## src/rtl/pms_pkg.sv

```systemverilog
package pms_pkg;
   localparam int PMS_NDOM = 5;

   typedef enum logic [1:0] {
      PM_RUN   = 2'd0,
      PM_IDLE  = 2'd1,
      PM_PDOWN = 2'd2,
      PM_STBY  = 2'd3
   } pm_mode_t;

   typedef enum logic [1:0] {
      SQ_IDLE  = 2'd0,
      SQ_FIRST = 2'd1,
      SQ_WAIT  = 2'd2
   } sq_state_t;

   localparam int DOM_CPU   = 0;
   localparam int DOM_FLASH = 1;
   localparam int DOM_AFE   = 2;
   localparam int DOM_WDT   = 3;
   localparam int DOM_XTAL  = 4;

   function automatic logic [PMS_NDOM-1:0] pm_mask(input pm_mode_t m);
      logic [PMS_NDOM-1:0] r;
      r = '0;
      case (m)
         PM_RUN:   r = '1;
         PM_IDLE:  begin r[DOM_AFE] = 1'b1; r[DOM_WDT] = 1'b1; r[DOM_XTAL] = 1'b1; end
         PM_PDOWN: r[DOM_WDT] = 1'b1;
         PM_STBY:  begin r[DOM_WDT] = 1'b1; r[DOM_XTAL] = 1'b1; end
         default:  r = '1;
      endcase
      return r;
   endfunction

   function automatic logic pm_wake(input pm_mode_t m, input logic ext_ev,
                                    input logic int_ev, input logic wdt_ev);
      logic r;
      case (m)
         PM_IDLE:           r = ext_ev | int_ev;
         PM_PDOWN, PM_STBY: r = ext_ev | wdt_ev;
         default:           r = 1'b0;
      endcase
      return r;
   endfunction
endpackage

```

## src/rtl/pms_req_hold.sv

```systemverilog
module pms_req_hold
   import pms_pkg::*;
(
   input  logic     clk,
   input  logic     rst_n,
   input  logic     in_v,
   input  pm_mode_t in_mode,
   input  logic     take,
   output logic     out_v,
   output pm_mode_t out_mode
);
   always_ff @(posedge clk or negedge rst_n) begin
      if (!rst_n) begin
         out_v    <= 1'b0;
         out_mode <= PM_RUN;
      end else if (in_v) begin
         out_v    <= 1'b1;
         out_mode <= in_mode;
      end else if (take) begin
         out_v    <= 1'b0;
      end
   end
endmodule

```

## src/rtl/pms_step_pick.sv

```systemverilog
module pms_step_pick #(
   parameter int N  = 5,
   localparam int IW = (N > 1) ? $clog2(N) : 1
) (
   input  logic [N-1:0]  cur,
   input  logic [N-1:0]  tgt,
   output logic          vld,
   output logic [IW-1:0] idx,
   output logic          turn_on
);
   logic [N-1:0] off_v;
   logic [N-1:0] on_v;

   for (genvar d = 0; d < N; d++) begin : g_bit
      assign off_v[d] = cur[d] & ~tgt[d];
      assign on_v[d]  = ~cur[d] & tgt[d];
   end

   always_comb begin
      vld     = |(off_v | on_v);
      idx     = '0;
      turn_on = 1'b0;
      if (|off_v) begin
         for (int d = 0; d < N; d++)
            if (off_v[d]) idx = IW'(d);
      end else begin
         turn_on = 1'b1;
         for (int d = N - 1; d >= 0; d--)
            if (on_v[d]) idx = IW'(d);
      end
   end
endmodule

```

## src/rtl/pms_gap_timer.sv

```systemverilog
module pms_gap_timer #(
   parameter int W = 4
) (
   input  logic         clk,
   input  logic         rst_n,
   input  logic         load,
   input  logic [W-1:0] val,
   output logic         zero
);
   logic [W-1:0] cnt;

   always_ff @(posedge clk or negedge rst_n) begin
      if (!rst_n)          cnt <= '0;
      else if (load)       cnt <= val;
      else if (cnt != '0)  cnt <= cnt - 1'b1;
   end

   assign zero = (cnt == '0);
endmodule

```

## src/rtl/pwr_mode_seq.sv

```systemverilog
module pwr_mode_seq
   import pms_pkg::*;
#(
   parameter int GAP_W = 4,
   localparam int ND = PMS_NDOM,
   localparam int IW = $clog2(ND)
) (
   input  logic              clk,
   input  logic              rst_n,
   input  logic              req_valid,
   input  logic [1:0]        req_mode,
   input  logic [ND*GAP_W-1:0] gap_cfg,
   input  logic              ext_irq,
   input  logic              int_irq,
   input  logic              wdt_evt,
   output logic [ND-1:0]     dom_en,
   output logic              busy,
   output logic [1:0]        mode_o
);
   if (GAP_W < 1 || GAP_W > 16) begin : g_bad_gap
      $error("GAP_W must lie between 1 and 16");
   end

   sq_state_t         st;
   logic [ND-1:0]     en_q, tgt_q;
   logic [ND*GAP_W-1:0] gaps_q;
   pm_mode_t          cur_mode, tgt_mode;
   logic              busy_q;

   logic              pend_v;
   pm_mode_t          pend_mode;
   logic              wake_go, take;
   logic              pick_v, pick_on;
   logic [IW-1:0]     pick_idx;
   logic              tmr_zero, step_slot, step_fire;
   logic [GAP_W-1:0]  gap_sel;

   assign wake_go   = (st == SQ_IDLE) && pm_wake(cur_mode, ext_irq, int_irq, wdt_evt);
   assign take      = (st == SQ_IDLE) && !wake_go && pend_v;
   assign step_slot = (st == SQ_FIRST) || ((st == SQ_WAIT) && tmr_zero);
   assign step_fire = step_slot && pick_v;

   pms_req_hold u_hold (
      .clk      (clk),
      .rst_n    (rst_n),
      .in_v     (req_valid),
      .in_mode  (pm_mode_t'(req_mode)),
      .take     (take),
      .out_v    (pend_v),
      .out_mode (pend_mode)
   );

   pms_step_pick #(.N(ND)) u_pick (
      .cur     (en_q),
      .tgt     (tgt_q),
      .vld     (pick_v),
      .idx     (pick_idx),
      .turn_on (pick_on)
   );

   always_comb begin
      gap_sel = '0;
      for (int d = 0; d < ND; d++)
         if (pick_idx == IW'(d)) gap_sel = gaps_q[d*GAP_W +: GAP_W];
   end

   pms_gap_timer #(.W(GAP_W)) u_tmr (
      .clk   (clk),
      .rst_n (rst_n),
      .load  (step_fire),
      .val   (gap_sel),
      .zero  (tmr_zero)
   );

   always_ff @(posedge clk or negedge rst_n) begin
      if (!rst_n) begin
         st       <= SQ_IDLE;
         en_q     <= '1;
         tgt_q    <= '1;
         gaps_q   <= '0;
         cur_mode <= PM_RUN;
         tgt_mode <= PM_RUN;
         busy_q   <= 1'b0;
      end else begin
         case (st)
            SQ_IDLE: begin
               if (wake_go) begin
                  tgt_q    <= pm_mask(PM_RUN);
                  tgt_mode <= PM_RUN;
                  gaps_q   <= gap_cfg;
                  st       <= SQ_FIRST;
               end else if (pend_v) begin
                  tgt_q    <= pm_mask(pend_mode);
                  tgt_mode <= pend_mode;
                  gaps_q   <= gap_cfg;
                  st       <= SQ_FIRST;
               end
            end
            SQ_FIRST, SQ_WAIT: begin
               if (step_slot) begin
                  if (pick_v) begin
                     en_q[pick_idx] <= pick_on;
                     busy_q         <= 1'b1;
                     st             <= SQ_WAIT;
                  end else begin
                     busy_q   <= 1'b0;
                     cur_mode <= tgt_mode;
                     st       <= SQ_IDLE;
                  end
               end
            end
            default: st <= SQ_IDLE;
         endcase
      end
   end

   assign dom_en = en_q;
   assign busy   = busy_q;
   assign mode_o = cur_mode;
endmodule

```

## config.mk

```make
export PLATFORM = sky130hd
export DESIGN_NAME = pwr_mode_seq
export DESIGN_NICKNAME = d
export VERILOG_FILES = /design/src/rtl/pms_pkg.sv /design/src/rtl/pms_req_hold.sv /design/src/rtl/pms_step_pick.sv /design/src/rtl/pms_gap_timer.sv /design/src/rtl/pwr_mode_seq.sv
export SDC_FILE = /design/constraint.sdc
export NUM_CORES = 1
export LEC_CHECK = 0
export ABC_CLOCK_PERIOD_IN_PS = 5700
export BUFFER_PORTS_ARGS = -buffer_cell sky130_fd_sc_hd__buf_2
export CAP_MARGIN = 20
export CORE_MARGIN = 1
export CORE_UTILIZATION = 55
export DETAILED_ROUTE_END_ITERATION = 7
export PLACE_DENSITY = 0.81
export SETUP_SLACK_MARGIN = 0.2
export SYNTH_ARGS = -nofsm -noshare
export SYNTH_HDL_FRONTEND = slang
export SYNTH_SLANG_ARGS = --single-unit
```

## constraint.sdc

```tcl
create_clock -name clk -period 5.7 [get_ports clk]
set_clock_uncertainty 0.15 [all_clocks]
set_input_delay 0.285 -clock clk [delete_from_list [all_inputs] [get_ports clk]]
set_output_delay 0.285 -clock clk [all_outputs]
set_load 0.1 [all_outputs]
```

==> results of run 1 <==
[layer usage]
metal	up-vias	wire length [um]	track usage
met5	-	0	0
met4	0	80	0.0842
met3	9	165	0.0466
met2	32	1990	0.334
met1	859	2140	0.336
li1	883	-	-
[registers in the layout (all words and copies together) (netlist names)]
signal	count
gaps_q	20
dom_en	5
u_tmr.cnt	4
tgt_q	3
mode_o	2
st	2
tgt_mode	2
u_hold.out_mode	2
busy	1
u_hold.out_v	1
[worst paths after layout]
path                       depth (start not counted)                 end  slack [ns]                from
min reg2reg                                        1            tgt_q[2]        0.31  u_hold.out_mode[1]
max in group asynchronous                          2  u_hold.out_mode[0]        4.35               rst_n
max reg2reg                                        7           dom_en[3]        3.18            tgt_q[1]
min in group asynchronous                          2          gaps_q[14]        0.50               rst_n
min                                                3           gaps_q[3]        0.02          gap_cfg[3]
max                                                7           dom_en[3]        3.18            tgt_q[1]
[stage by stage]
stage,utilization,power [mW],hold WS (ns),instances
after floorplan,-,1.33,-0.161,232
after global placement,0.652,1.52,0.308,311
after detailed placement,0.652,1.54,0.304,311
after CTS,0.675,1.72,0.0266,319
after global routing,0.675,1.85,0.0331,319
final,0.675,1.72,0.0241,319
[worst max-delay path, delay by kind of cell, from the launching register on]
kind,cells,cell delay (ns)
AO/OA/AOI/OAI,1,0.19
multiplexers,1,0.35
flip-flops,1,0.55
AND/OR/NAND/NOR,3,0.87
adder cells (fa/ha/maj),1,0.24
buffers and inverters,1,0.08
[layout by cell type, fill, tap and decap left out, drive strengths merged, types with 3 or more instances in the layout]
cell / Yosys / layout
nor3: 7 / 7
ha: 14 / 14
a211oi: 4 / 4
buf: 1 / 36
a21oi: 5 / 5
inv: 15 / 15
o21a: 6 / 6
o21ai: 11 / 11
nor3b: 3 / 3
clkbuf: 4 / 7
dfrtp: 34 / 34
mux2: 10 / 10
nor4: 3 / 3
nor2: 4 / 4
nand2: 72 / 72
a22oi: 3 / 3
dfstp: 8 / 8
[kinds of logic (layout without fill, tap and decap cells)]
kind of cell / count (synthesis) / count (layout) / synth area share
AO/OA/AOI/OAI: 46 / 46 / 0.154
buffers and inverters: 20 / 59 / 0.0341
adder cells (fa/ha/maj): 14 / 14 / 0.0783
AND/OR/NAND/NOR: 99 / 99 / 0.205
flip-flops: 42 / 42 / 0.474
XOR/XNOR: 1 / 1 / 0.00392
multiplexers: 10 / 10 / 0.0503
[layout make-up]
| type | instances | area share |
|---|---|---|
| repair buffers | 37 | 0.0757 |
| well taps | 48 | 0.0236 |
| inverters | 15 | 0.0221 |
| clock buffers | 7 | 0.0300 |
| multi-input cells | 170 | 0.432 |
| flip-flops and latches | 42 | 0.417 |
[power groups by stage]
stage | sequential (mW) | clock [mW] | combinational (mW)
after global placement | 0.556 | 0 | 0.960
after global routing | 0.572 | 0.193 | 1.08
after detailed placement | 0.562 | 0 | 0.973
final | 0.559 | 0.176 | 0.983
after floorplan | 0.705 | 0 | 0.628
after CTS | 0.557 | 0.179 | 0.983
==> results.ini, run 1 <==
[status]
status=finished clean

[drt]
drt_wl_total_um=4370
drt_iter0_markers=118
via_per_inst=5.59
drt-pass1-iter-count=4
via_count=1783
drc=0
wire_per_inst_um=13.7
antenna_left=0

[die]
die_w_um=65.8
dieArea_sq_um=4330
coreArea_sq_um=3770
io_pins=36
rows=22
die_h_um=65.8
start_util=0.593

[yosys]
yosys_warnings=0
netlist_area_sq_um=2240
synth.cells.most_frequent=71 x nand2_1, 34 x dfrtp_1, 15 x inv_1
netlist-cell-type-count=48
netlist_instances=232
syn_avg_cell_area_sq_um=9.64
yosysTopAreaCellShare=0.380
synthTopCellsByArea=dfrtp_1 38%, nand2_1 12%, dfstp_2 9.4%
yosys.area.top_type=dfrtp_1
synth_seq_area_share=0.474
synth_nets=274
yosysMostFrequentCell=nand2_1
ys_ff_latch=42
synth_edf_count=0
ys.flop_type=dfrtp_1
async_flop_share=1.00

[timing]
maxSlewViolCount=0
fin_ws_ns=3.18
maxSlewHeadroom=0.411
tns_ns=0
worstMarginPinSlew_ns=0.883
hold_viol=0
grt_setup_unrepaired=false
finalCritPeriodShare=0.442
period_needed_ns=2.52
setup_violations=0
timing.fmax_ghz=0.397

[pwr]
p_per_area_nw_per_um2=675
peakVddDrop_v=0.000404
power.switching_uw=837
comb_power_share=0.572
p_leak_nw=1.26
sw_frac_of_total=0.487
p_int_uw=881
seqPwrFrac=0.325
clock_power_share=0.103

[clock_network]
cts_buffers=5
cts_tree=yes
clock_path_buffers=2
h-tree-depth=2
cts-root-buf=clkbuf_8
post_cts_resized=0
postCtsHoldBufs=1
cts_sinks=42
clkSlewWorstSetupHoldPaths_ns=0.07
cts_setup_buffers=0
insertion_delay_ns=0.29

[grt]
grt_max_degree=43
antenna_found_initial=0
groute.usage.overall=0.229
grt_first_pass_wirelength_um=7330
gr-total-overflow=0
grt_pass1_vias=1617

[setup_path]
worst_setup_path_start_kind=register
cp_data_arrival_time_ns=2.59
critical_path_class=reg -> reg
path_max_fanout=9
slowest_stage=dfstp_2
cp.required_ns=5.77
worstPathCellList=inv_1 > ha_1 > nor4_4 > a22oi_2 > or2_1 > nor3_1 > mux2_1
endpoint_kind=register
cpPeakStageDelay_ns=0.55

[placement]
port_buffers=35
routabilityCongestion=0.868
dpl.hpwl_um=3320
placed_area_sq_um=2460
pre_cts_slack_ns=3.21

[layout]
syn_to_final_growth_pct=13.8
diodes=0
multi_input_area_sq_um=1100
fillers=301
nNetsFinal=313
ff_latch_area_sq_um=1060
drive_gt1_frac=0.244
final_cell_area_sq_um=2550

[job]
drv_cap=0

[worst_hold_path]
hp-class=in -> reg

Power figures use the tool's default switching activity.
==> run 2, diff against run 1 <==
--- a/config.mk
+++ b/config.mk
@@ -5,7 +5,7 @@
 export SDC_FILE = /design/constraint.sdc
 export NUM_CORES = 1
 export LEC_CHECK = 0
-export ABC_CLOCK_PERIOD_IN_PS = 5700
+export ABC_CLOCK_PERIOD_IN_PS = 2500
 export BUFFER_PORTS_ARGS = -buffer_cell sky130_fd_sc_hd__buf_2
 export CAP_MARGIN = 20
 export CORE_MARGIN = 1
==> constraint.sdc (replaced) <==
create_clock -name clk -period 2.5 [get_ports clk]
set_clock_uncertainty 0.15 [all_clocks]
set_input_delay 0.125 -clock clk [delete_from_list [all_inputs] [get_ports clk]]
set_output_delay 0.125 -clock clk [all_outputs]
set_load 0.1 [all_outputs]
==> run 2 against run 1 <==
Effect of this change: final area grew 19%; final cell count grew 11%; hold slack gained 0.18 ns; critical endpoint is now u_tmr.cnt[3]; worst setup slack lost 3.0 ns; flip-flop and latch count is the same; count of clock-buffer cells in the layout shrank 1; highest routed layer unchanged.
==> results.ini, run 2 (same netlist as run 1, synthesis figures left out) <==
[drt]
drc=0  ; unchanged
via_count=1980  ; was 1783
drt_wl_total_um=5560  ; was 4370 um
antenna_left=0  ; unchanged
wire_per_inst_um=15.7  ; was 13.7 um
drt-pass1-iter-count=4  ; unchanged
drt_iter0_markers=106  ; was 118
via_per_inst=5.58  ; was 5.59

[layout]
largest_reg_flops=20  ; unchanged
fillers=229  ; was 301
multi_input_area_sq_um=1220  ; was 1100 sq um
regMostFlops=gaps_q  ; unchanged
final_cell_area_sq_um=3020  ; was 2550 sq um
nNetsFinal=348  ; was 313
diodes=0  ; unchanged
layout_commonest_cell=nand2_1  ; unchanged
ff_latch_area_sq_um=1080  ; was 1060 sq um
drive_gt1_frac=0.332  ; was 0.244
mostFrequentLayoutCells=70 x nand2_1, 35 x buf_2, 34 x dfrtp_1, 24 x dlygate4sd3_1, 12 x buf_4  ; was 71 x nand2_1, 35 x buf_2, 34 x dfrtp_1, 15 x inv_1, 14 x ha_1
syn_to_final_growth_pct=35.1  ; was 13.8%
fin_util=0.802  ; was 0.675

[clock_network]
h-tree-depth=2  ; unchanged
insertion_delay_ns=0.30  ; was 0.29 ns
cts-root-buf=clkbuf_8  ; unchanged
cts_buffers=5  ; unchanged
clkSlewWorstSetupHoldPaths_ns=0.08  ; was 0.07 ns
cts_tree=yes  ; unchanged
clock_path_buffers=2  ; unchanged
cts_sinks=42  ; unchanged

[grt]
antenna_found_initial=0  ; unchanged
groute.usage.overall=0.288  ; was 0.229
grt_max_degree=43  ; unchanged
grt_pass1_vias=1986  ; was 1617
gr-total-overflow=0  ; unchanged
grt_first_pass_wirelength_um=9180  ; was 7330 um

[placement]
routabilityCongestion=0.822  ; was 0.868
placed_area_sq_um=2580  ; was 2460 sq um
dpl.hpwl_um=3530  ; was 3320 um
port_buffers=35  ; unchanged

[setup_path]
critical_path_class=reg -> reg  ; unchanged
cp.required_ns=2.53  ; was 5.77 ns
endpoint_kind=register  ; unchanged
cp_data_arrival_time_ns=2.37  ; was 2.59 ns
crit_start=dom_en[2]  ; was tgt_q[1]
r2r-start=dom_en[2]  ; was tgt_q[1]
path_max_fanout=6  ; was 9
worst_setup_path_start_kind=register  ; unchanged

[die]
die_w_um=65.8  ; unchanged
rows=22  ; unchanged
die_h_um=65.8  ; unchanged
io_pins=36  ; unchanged
start_util=0.593  ; unchanged
dieArea_sq_um=4330  ; unchanged
coreArea_sq_um=3770  ; unchanged

[pwr]
p_total_mw=4.56  ; was 1.72 mW
p_leak_nw=1.43  ; was 1.26 nW
peakVddDrop_v=0.000936  ; was 0.000404 V
p_per_area_nw_per_um2=1510  ; was 675 nW/um^2

[worst_hold_path]
hp-class=in -> reg  ; unchanged
hp-start=wdt_evt  ; was gap_cfg[3]

[timing]
maxSlewViolCount=0  ; unchanged
tns_ns=0  ; unchanged
timing.fmax_ghz=0.428  ; was 0.397 GHz
holdWs_ns=0.203  ; was 0.0241 ns
hold_viol=0  ; unchanged
finalCritPeriodShare=0.935  ; was 0.442
maxSlewHeadroom=0.395  ; was 0.411
setup_violations=0  ; unchanged
grt_setup_unrepaired=true  ; was false
period_needed_ns=2.34  ; was 2.52 ns
worstMarginPinSlew_ns=0.908  ; was 0.883 ns

[job]
drv_cap=0  ; unchanged

[status]
status=finished clean  ; unchanged

## run 2: cell count changes in the layout (fill, tap and decap cells not counted), sizes merged
cell,before,now
buf,36,48
clkinv,0,1
clkbuf,7,6
clkinvlp,0,1
dlygate4sd3,1,24
## run 2: final cells by class
type	instances	area share
Timing Repair Buffer	72	0.171
Sequential cell	42	0.356
Tap cell	48	0.0199
Inverter	15	0.0195
Clock buffer	6	0.0273
Multi-Input combinational cell	170	0.402
Clock inverter	2	0.00414
## run 2: where the power goes
| part | switching, mW | internal [mW] | leakage (nW) |
|---|---|---|---|
| registers | 0.253 | 1.06 | 0.500 |
| logic | 1.68 | 1.10 | 0.882 |
| clock network | 0.243 | 0.222 | 0.0472 |
## run 2: timing repair
action	4_1_cts	5_1_grt
setup buffers	3	4
hold buffers	24	0
hold endpoints to repair	57	0
pin swaps	4	5
gates resized for setup	5	9
setup endpoints to repair	9	8
## run 2: metal layers
layer	vias to the layer above	wire (um)	GRT usage
li1	947	-	-
met1	967	2550	0.381
met2	56	2710	0.466
met3	10	225	0.0466
met4	0	87	0.122
met5	-	0	0
## run 2: worst max-delay path, cell delays in order (launching register included)
cell	delay (ns)
dfstp_4	0.66
inv_4	0.04
ha_4	0.15
or3b_4	0.38
a211o_4	0.38
a221o_1	0.30
o211ai_2	0.07
o32ai_2	0.09
## run 2: stage by stage
stage | instances | setup WS (ns)
2_1_floorplan | 232 | 0.0383
3_3_place_gp | 316 | 0.152
3_5_place_dp | 316 | 0.0686
4_1_cts | 351 | 0.156
5_1_grt | 355 | 0.120
6_report | 355 | 0.163
## run 2: worst paths after layout
path                       slack [ns]            to  cells past startpoint
max                              0.16  u_tmr.cnt[3]                      7
min                              0.20  u_hold.out_v                      4
max reg2reg                      0.16  u_tmr.cnt[3]                      7
min reg2reg                      0.34      tgt_q[2]                      1
max in group asynchronous        1.30    gaps_q[10]                      2
min in group asynchronous        0.34  u_hold.out_v                      2
==> run 3, diff against run 2 <==
--- a/config.mk
+++ b/config.mk
@@ -5,13 +5,14 @@
 export SDC_FILE = /design/constraint.sdc
 export NUM_CORES = 1
 export LEC_CHECK = 0
+export ABC_AREA = 1
 export ABC_CLOCK_PERIOD_IN_PS = 2500
 export BUFFER_PORTS_ARGS = -buffer_cell sky130_fd_sc_hd__buf_2
 export CAP_MARGIN = 20
 export CORE_MARGIN = 1
 export CORE_UTILIZATION = 55
 export DETAILED_ROUTE_END_ITERATION = 7
-export PLACE_DENSITY = 0.81
+export PLACE_DENSITY = 0.8
 export SETUP_SLACK_MARGIN = 0.2
 export SYNTH_ARGS = -nofsm -noshare
 export SYNTH_HDL_FRONTEND = slang
==> run 3 against run 2 <==
Effect of this change: first-iteration DRC count is 13% lower; largest power group unchanged; global-route usage is 2.5 points lower; combinational power is 5% lower; critical endpoint is now dom_en[4]; worst setup slack better by 0.17 ns; die area is 6.8% higher; wire length is 4.7% lower; sequential share of layout area is 0.49 points lower.
==> results.ini, run 3 <==
[yosys]
synth_seq_area_share=0.443  ; was 0.474
yosysTopAreaCellShare=0.355  ; was 0.380
yosys_warnings=0  ; unchanged
netlist-cell-type-count=34  ; was 48
ys.flop_type=dfrtp_1  ; unchanged
ys_ff_latch=42  ; unchanged
synthTopCellsByArea=dfrtp_1 36%, nand2_1 15%, dfstp_2 8.8%  ; was dfrtp_1 38%, nand2_1 12%, dfstp_2 9.4%
synth_edf_count=0  ; unchanged
synth.cells.most_frequent=94 x nand2_1, 34 x dfrtp_1, 33 x inv_1  ; was 71 x nand2_1, 34 x dfrtp_1, 15 x inv_1
yosys.area.top_type=dfrtp_1  ; unchanged
netlist_area_sq_um=2390  ; was 2240 sq um
async_flop_share=1.00  ; unchanged
netlist_instances=280  ; was 232
syn_avg_cell_area_sq_um=8.55  ; was 9.64 sq um
synth_nets=322  ; was 274
yosysMostFrequentCell=nand2_1  ; unchanged

[drt]
drc=0  ; unchanged
antenna_left=0  ; unchanged
drt_wl_total_um=5310  ; was 5560 um
drt-pass1-iter-count=4  ; unchanged
via_per_inst=5.10  ; was 5.58
drt_iter0_markers=92  ; was 106
wire_per_inst_um=13.3  ; was 15.7 um
via_count=2038  ; was 1980

[timing]
tns_ns=0  ; unchanged
maxSlewHeadroom=0.395  ; about the same
period_needed_ns=2.17  ; was 2.34 ns
maxSlewViolCount=0  ; unchanged
finalCritPeriodShare=0.868  ; was 0.935
setup_violations=0  ; unchanged
timing.fmax_ghz=0.461  ; was 0.428 GHz
holdWs_ns=0.186  ; was 0.203 ns
hold_viol=0  ; unchanged
worstMarginPinSlew_ns=0.907  ; was 0.908 ns
grt_setup_unrepaired=false  ; was true

[setup_path]
worstPathCellList=inv_1 > ha_1 > and3_1 > nand3_1 > inv_1 > nor2_8 > inv_4 > nor2_8 > a21oi_1 > a31oi_1  ; was inv_4 > ha_4 > or3b_4 > a211o_4 > a221o_1 > o211ai_2 > o32ai_2
endpoint_kind=register  ; unchanged
cpPeakStageDelay_ns=0.63  ; was 0.66 ns
worst_setup_path_start_kind=register  ; unchanged
path_max_fanout=7  ; was 6
cpLargestDelayFamily=flip-flops  ; was compound AO/OA/AOI/OAI gates
cp.required_ns=2.57  ; was 2.53 ns
critical_path_class=reg -> reg  ; unchanged
slowest_stage=dfstp_4  ; unchanged
path_buf_inv=3  ; was 1
cp_data_arrival_time_ns=2.24  ; was 2.37 ns
rrSetupSlack_ns=0.33  ; was 0.16 ns

[die]
dieArea_sq_um=4620  ; was 4330 sq um
io_pins=36  ; unchanged
start_util=0.586  ; was 0.593
rows=23  ; was 22
die_h_um=68.0  ; was 65.8 um
coreArea_sq_um=4090  ; was 3770 sq um
die_w_um=68.0  ; was 65.8 um

[layout]
mostFrequentLayoutCells=94 x nand2_1, 35 x buf_2, 34 x dfrtp_1, 32 x inv_1, 28 x dlygate4sd3_1  ; was 70 x nand2_1, 35 x buf_2, 34 x dfrtp_1, 24 x dlygate4sd3_1, 12 x buf_4
syn_to_final_growth_pct=27.5  ; was 35.1%
ff_latch_area_sq_um=1070  ; was 1080 sq um
regMostFlops=gaps_q  ; unchanged
multi_input_area_sq_um=1160  ; was 1220 sq um
fin_util=0.747  ; was 0.802
fillers=283  ; was 229
nNetsFinal=391  ; was 348
largest_reg_flops=20  ; unchanged
drive_gt1_frac=0.251  ; was 0.332
layout_commonest_cell=nand2_1  ; unchanged
diodes=0  ; unchanged

[clock_network]
h-tree-depth=2  ; unchanged
cts_buffers=5  ; unchanged
clkSlewWorstSetupHoldPaths_ns=0.08  ; about the same
cts_sinks=42  ; unchanged
insertion_delay_ns=0.29  ; was 0.30 ns
clock_path_buffers=2  ; unchanged
cts_tree=yes  ; unchanged
cts-root-buf=clkbuf_8  ; unchanged

[worst_hold_path]
hp-class=in -> reg  ; unchanged

[placement]
dpl.hpwl_um=3430  ; was 3530 um
port_buffers=35  ; unchanged
routabilityCongestion=0.844  ; was 0.822

[grt]
grt_first_pass_wirelength_um=8800  ; was 9180 um
grt_pass1_vias=1965  ; was 1986
groute.usage.overall=0.262  ; was 0.288
gr-total-overflow=0  ; unchanged
antenna_found_initial=0  ; unchanged
grt_max_degree=43  ; unchanged

[pwr]
p_per_area_nw_per_um2=1450  ; was 1510 nW/um^2
peakVddDrop_v=0.000769  ; was 0.000936 V
p_int_mw=2.21  ; was 2.38 mW
clock_power_share=0.116  ; was 0.102
p_leak_nw=1.61  ; was 1.43 nW
seqPwrFrac=0.290  ; was 0.289
comb_power_share=0.594  ; was 0.609
sw_frac_of_total=0.501  ; was 0.477
power.switching_mw=2.21  ; was 2.17 mW

[status]
status=finished clean  ; unchanged

[job]
drv_cap=0  ; unchanged

## run 3: cell types whose count changed after synthesis, moves of 4 or more
cell and change:
nor2_4 +6, nand3_2 +8, a211oi_1 -4, clkbuf_1 -4, nand3_1 +14, o21ai_1 +5
nor3_1 -6, o21a_1 -5, inv_1 +18, nand2_1 +23, nor2_1 +7, mux2_2 -8
## run 3: cell families after synthesis
group | after synthesis | share of synthesized area
buffers and inverters | 43 | 0.0768
adder cells (fa/ha/maj) | 14 | 0.0731
AND/OR/NAND/NOR | 141 | 0.296
AO/OA/AOI/OAI | 39 | 0.108
flip-flops | 42 | 0.443
XOR/XNOR | 1 | 0.00366
## run 3: power by group through the flow
| stage | Combinational (mW) | Sequential [mW] | Clock, mW |
|---|---|---|---|
| 6_report | 2.63 | 1.28 | 0.513 |
| 5_1_grt | 2.91 | 1.31 | 0.545 |
| 4_1_cts | 2.44 | 1.28 | 0.514 |
| 3_5_place_dp | 2.39 | 1.29 | 0 |
| 3_3_place_gp | 2.34 | 1.27 | 0 |
| 2_1_floorplan | 1.70 | 1.56 | 0 |
## run 3: path summary, 6_finish.rpt
check | start | endpoint | depth (start not counted)
worst max-delay path | dom_en[4] | dom_en[4] | 10
worst min-delay path | ext_irq | u_hold.out_v | 5
worst max register to register | dom_en[4] | dom_en[4] | 10
worst min register to register | u_hold.out_mode[0] | tgt_q[1] | 1
max in group asynchronous | rst_n | gaps_q[0] | 2
min in group asynchronous | rst_n | u_tmr.cnt[3] | 2
## run 3: metal layers
metal | GRT usage | up-vias | wire (um)
met5 | 0 | - | 0
met4 | 0.102 | 0 | 85
met1 | 0.338 | 969 | 2380
met3 | 0.0533 | 10 | 155
met2 | 0.431 | 37 | 2690
li1 | - | 1022 | -
## run 3: worst min-delay path: stages
cell     delay, ns
buf_2         0.07
o22ai_1       0.08
nand2_1       0.09
nor2_1        0.08
o21ai_0       0.14
## run 3: cell type report
class,count,area share
Multi-Input combinational cell,195,0.381
Sequential cell,42,0.351
Clock buffer,8,0.0361
Timing Repair Buffer,68,0.166
Tap cell,50,0.0205
Inverter,37,0.0463
## run 3: through the flow
stage                     setup WS (ns)  instances  power, mW  area, sq um
after floorplan                   0.234        280       3.26         2410
after global placement            0.238        360       3.61         2610
after detailed placement          0.232        360       3.68         2610
after CTS                         0.228        396       4.23         3000
after global routing              0.201        400       4.77         3050
final                             0.331        400       4.42         3050
## run 3: timing repair
item,CTS,global route
resized for setup,0,3
buffers inserted,0,4
hold endpoints to repair,57,0
hold buffers,28,0
endpoints found under the setup margin,0,4
